--- src/rtl/rise_tick_pkg.sv ---
package rise_tick_pkg;

  // The encoding matters: code 3 is unused and recovers to TS_LOW.
  typedef enum logic [1:0] {
    TS_LOW  = 2'd0,
    TS_EDGE = 2'd1,
    TS_HIGH = 2'd2
  } tick_state_e;

endpackage

--- src/rtl/rise_tick_prescaler.sv ---
module rise_tick_prescaler #(
  parameter int unsigned PRESCALE_W = 16
) (
  input  logic clk,
  input  logic rst,
  output logic step_o
);

  localparam logic [PRESCALE_W-1:0] CNT_LAST = {PRESCALE_W{1'b1}};
  localparam logic [PRESCALE_W-1:0] CNT_PRE  = CNT_LAST - 1'b1;

  logic [PRESCALE_W-1:0] cnt_q;

  // Free-running wrap counter.
  always_ff @(posedge clk) begin
    if (rst) cnt_q <= '0;
    else     cnt_q <= cnt_q + 1'b1;
  end

  // Registered enable. It is high in the cycle where the count holds its last value.
  always_ff @(posedge clk) begin
    if (rst) step_o <= 1'b0;
    else     step_o <= (cnt_q == CNT_PRE);
  end

endmodule

--- src/rtl/rise_tick_sync.sv ---
module rise_tick_sync #(
  parameter int unsigned STAGES = 2
) (
  input  logic clk,
  input  logic rst,
  input  logic d_i,
  output logic q_o
);

  logic [STAGES-1:0] pipe_q;

  for (genvar i = 0; i < STAGES; i++) begin : g_stage
    if (i == 0) begin : g_first
      always_ff @(posedge clk) begin
        if (rst) pipe_q[0] <= 1'b0;
        else     pipe_q[0] <= d_i;
      end
    end else begin : g_rest
      always_ff @(posedge clk) begin
        if (rst) pipe_q[i] <= 1'b0;
        else     pipe_q[i] <= pipe_q[i-1];
      end
    end
  end

  assign q_o = pipe_q[STAGES-1];

endmodule

--- src/rtl/rise_tick_fsm.sv ---
module rise_tick_fsm
  import rise_tick_pkg::*;
(
  input  logic        clk,
  input  logic        rst,
  input  logic        step_i,
  input  logic        level_i,
  output tick_state_e state_o,
  output logic        tick_o
);

  tick_state_e state_d;

  // Next-state process.
  always_comb begin
    case (state_o)
      TS_LOW:  state_d = level_i ? TS_EDGE : TS_LOW;
      TS_EDGE: state_d = level_i ? TS_HIGH : TS_LOW;
      TS_HIGH: state_d = level_i ? TS_HIGH : TS_LOW;
      default: state_d = TS_LOW;
    endcase
  end

  // State and the registered Moore output change only on a step.
  always_ff @(posedge clk) begin
    if (rst) begin
      state_o <= TS_LOW;
      tick_o  <= 1'b0;
    end else if (step_i) begin
      state_o <= state_d;
      tick_o  <= (state_d == TS_EDGE);
    end
  end

endmodule

--- src/rtl/rise_tick_detector.sv ---
module rise_tick_detector
  import rise_tick_pkg::*;
#(
  parameter int unsigned PRESCALE_W  = 16,
  parameter int unsigned SYNC_STAGES = 2
) (
  input  logic clk,
  input  logic rst,
  input  logic sig_in,
  output logic tick_o
);

  logic        step;
  logic        level_sync;
  tick_state_e fsm_state;

  rise_tick_prescaler #(.PRESCALE_W(PRESCALE_W)) u_prescale (
    .clk    (clk),
    .rst    (rst),
    .step_o (step)
  );

  rise_tick_sync #(.STAGES(SYNC_STAGES)) u_sync (
    .clk (clk),
    .rst (rst),
    .d_i (sig_in),
    .q_o (level_sync)
  );

  rise_tick_fsm u_fsm (
    .clk     (clk),
    .rst     (rst),
    .step_i  (step),
    .level_i (level_sync),
    .state_o (fsm_state),
    .tick_o  (tick_o)
  );

endmodule

--- config.mk ---
export PLATFORM = sky130hd
export DESIGN_NAME = rise_tick_detector
export DESIGN_NICKNAME = d
export VERILOG_FILES = /design/src/rtl/rise_tick_pkg.sv /design/src/rtl/rise_tick_prescaler.sv /design/src/rtl/rise_tick_sync.sv /design/src/rtl/rise_tick_fsm.sv /design/src/rtl/rise_tick_detector.sv
export SDC_FILE = /design/constraint.sdc
export NUM_CORES = 1
export LEC_CHECK = 0
export ABC_AREA = 1
export BUFFER_PORTS_ARGS = -buffer_cell sky130_fd_sc_hd__buf_4
export CAP_MARGIN = 15
export CORE_ASPECT_RATIO = 0.5
export CORE_MARGIN = 8
export CORE_UTILIZATION = 30
export DETAILED_ROUTE_END_ITERATION = 6
export SYNTH_ARGS = -nofsm -noshare
export SYNTH_HDL_FRONTEND = slang
export SYNTH_SLANG_ARGS = --single-unit
--- constraint.sdc ---
create_clock -name clk -period 1.85 [get_ports clk]
set_clock_uncertainty 0.2 [all_clocks]
set_input_delay 0.37 -clock clk [delete_from_list [all_inputs] [get_ports clk]]
set_output_delay 0.37 -clock clk [all_outputs]
set_load 0.02 [all_outputs]
==> impl_metrics.ini <==
[status]
outcome = completed

[floorplan]
num_io_pins = 4
start_util_pct = 30.94
rows = 15
die_h_um = 57.86
die_w_um = 99.71
fp.dieArea_um2 = 5768
coreArea_um2 = 3397

[final_layout]
syn2layout_area_growth_pct = 13.81
drive_above_1_share_pct = 12.18
fill_cells = 348
diodes = 0
nets = 164
final_cells = 207
seqCellArea_um2 = 440.4
multi_input_area_um2 = 508.0

[worst_setup_path]
r2r_slack_ns = 0.34
crit_path_start_kind = flip-flop
cp.required_ns = 1.82
cp_max_fo = 4
critical_path_class = flip-flop to flip-flop
end_kind = flip-flop
arrival_ns = 1.48

[synthesis]
synth_flop_cell = dfxtp_1
ys_warn_count = 0
yosys.area.top_type = dfxtp_1
yosysMostFrequentCell = nand2_1
synth-compound-area-share_pct = 7.381
synth_fa_ha_area_share_pct = 4.762
ys_ff_latch = 22
synth_cell_types = 21
ys_seq_area_share_pct = 41.90
synth_nets = 158
synth_edf_count = 0
synth_commonest_cells = nand2_1 (37), nor2_1 (25), dfxtp_1 (22)
syn_inst = 151
synth_area_leaders = dfxtp_1 (42%), nand2_1 (13%), nor2_1 (8.9%)
synthesis.area_um2 = 1051
synth_top_family_by_area = simple AND/OR/NAND/NOR gates
synthXorXnorAreaFrac_pct = 1.667
synth_top_area_share_pct = 41.90
avgSynthCellArea_um2 = 6.960
yosys-mux-area-fraction_pct = 0
async_flop_share_pct = 0
synthSimpleGateAreaFrac_pct = 34.52

[placed_design]
post-place-cells = 203
port_buffers = 3
place_congestion = 0.7599
dp_hpwl_mm = 1.480

[timing]
fin_crit_ns = 1.513
worstMarginPinSlew_ns = 0.3733
finalSetupViolations = 0
slew_headroom_pct = 75.09
rsz0062_at_grt = false
drv_slew = 0
maxClockFrequency_mhz = 660.8
fin_crit_sh_pct = 81.81
hold_viol = 0
setup_tns_ns = 0

[route]
drc = 0
via_per_inst = 4.184
drt_iter0_drc = 35
drtPass1Iterations = 4
wl_mm = 1.918
dr_total_vias = 866
wl_per_cell_um = 9.266
drtAntennaViolNets = 0

[power]
power.density_nw_per_um2 = 806.0
vdd_drop_max_mv = 0.2686
p_leak_nw = 0.4960

[cts]
clockRootBuffer = clkbuf_8
ctsLongestPathBuffers = 2
post_cts_buffers = 0
clock-sinks = 22
ctsHoldBuffers = 0
insertion_delay_ns = 0.26
numCtsBuffers = 3
post_cts_resized = 0
path_clk_slew_ns = 0.08
ctsHtreeMaxLevel = 1
cts_tree = built

[global_routing]
use_met2_pct = 11.78
grt_max_degree = 14
grt_util_met1_pct = 9.230
grt_first_pass_wirelength_mm = 3.505
grt_use_total_pct = 7.511
busiest_layer = met2
antenna_found_initial = 0
gr-total-overflow = 0
grt_pass1_vias = 798
use_met3_pct = 2.506

[min_path]
hold_path.class = primary input to flip-flop

[run]
maxCapViolations = 0
cell families (layout without fill, tap and decap cells):
family	Yosys count	count (layout)
DFF	22	22
and+or+nand+nor	83	83
xor gates and xnor gates	2	2
adders and majority gates	4	4
buffers and inverters	26	31
AOI/OAI and AO/OA	14	14
metrics by stage:
step	worst slack, ns	power [mW]	utilization [%]	hold WS [ns]	cell area, µm²
3_3_place_gp	0.3875	0.5262	33.11	0.1946	1125
3_5_place_dp	0.3381	0.5264	33.11	0.2179	1125
6_report	0.3366	0.9640	35.21	0.09715	1196
4_1_cts	0.3317	0.9756	35.21	0.09584	1196
5_1_grt	0.1729	1.003	35.21	0.1111	1196
2_1_floorplan	0.4556	0.5191	-	0.1883	1051
critical path: stages (launching register included):
cell     delay [ns]
dfxtp_1        0.39
ha_1           0.23
nand2_1        0.10
nor2_2         0.15
nand2_2        0.08
nor2_2         0.12
nand2_1        0.05
nand2_1        0.05
nor2_1         0.04
path summary, 6_finish.rpt:
check | from | to | cells past startpoint
worst max-delay path | u_prescale.cnt_q[0] | u_prescale.cnt_q[14] | 8
worst min-delay path | sig_in | u_sync.pipe_q[0] | 3
worst max register to register | u_prescale.cnt_q[0] | u_prescale.cnt_q[14] | 8
worst min register to register | u_sync.pipe_q[0] | u_sync.q_o | 2
area by class of cell:
type / count / share of cell area, %
clock buffers: 3 / 3.452
flip-flops and latches: 22 / 36.82
inverters: 24 / 7.531
multi-input cells: 103 / 42.47
repair buffers: 3 / 1.883
clock inverters: 1 / 2.510
well taps: 51 / 5.335
report_power, final:
group	internal (mW)	leakage, nW	switching [mW]	total (mW)
registers	0.481	0.178	0.00684	0.487
logic	0.0107	0.282	0.0168	0.0275
clock network	0.289	0.0357	0.160	0.449
total	0.780	0.496	0.184	0.964
metal layers:
| metal | vias to the layer above | wire length, µm |
|---|---|---|
| met5 | - | 0 |
| met4 | 0 | 27 |
| met3 | 2 | 88 |
| met2 | 14 | 795 |
| met1 | 379 | 1007 |
| li1 | 471 | - |
registers in the layout, summed over array words and instances, names as in the netlist:
name and count:
u_prescale.step_o 1, u_sync.q_o 1, u_prescale.cnt_q 16, u_fsm.tick_o 1, u_sync.pipe_q 1, u_fsm.state_o 2
cells in the final DEF (no fill, tap or decap), types with 3 or more instances in the layout:
| master | n |
|---|---|
| dfxtp_1 | 22 |
| nor2_2 | 4 |
| nand3_1 | 7 |
| ha_1 | 4 |
| clkbuf_8 | 3 |
| buf_4 | 3 |
| o21ai_0 | 4 |
| inv_2 | 4 |
| inv_1 | 20 |
| nand2_1 | 37 |
| nor2_1 | 25 |
| nand2_2 | 3 |
| a21oi_1 | 7 |
Power figures use the tool's default switching activity.
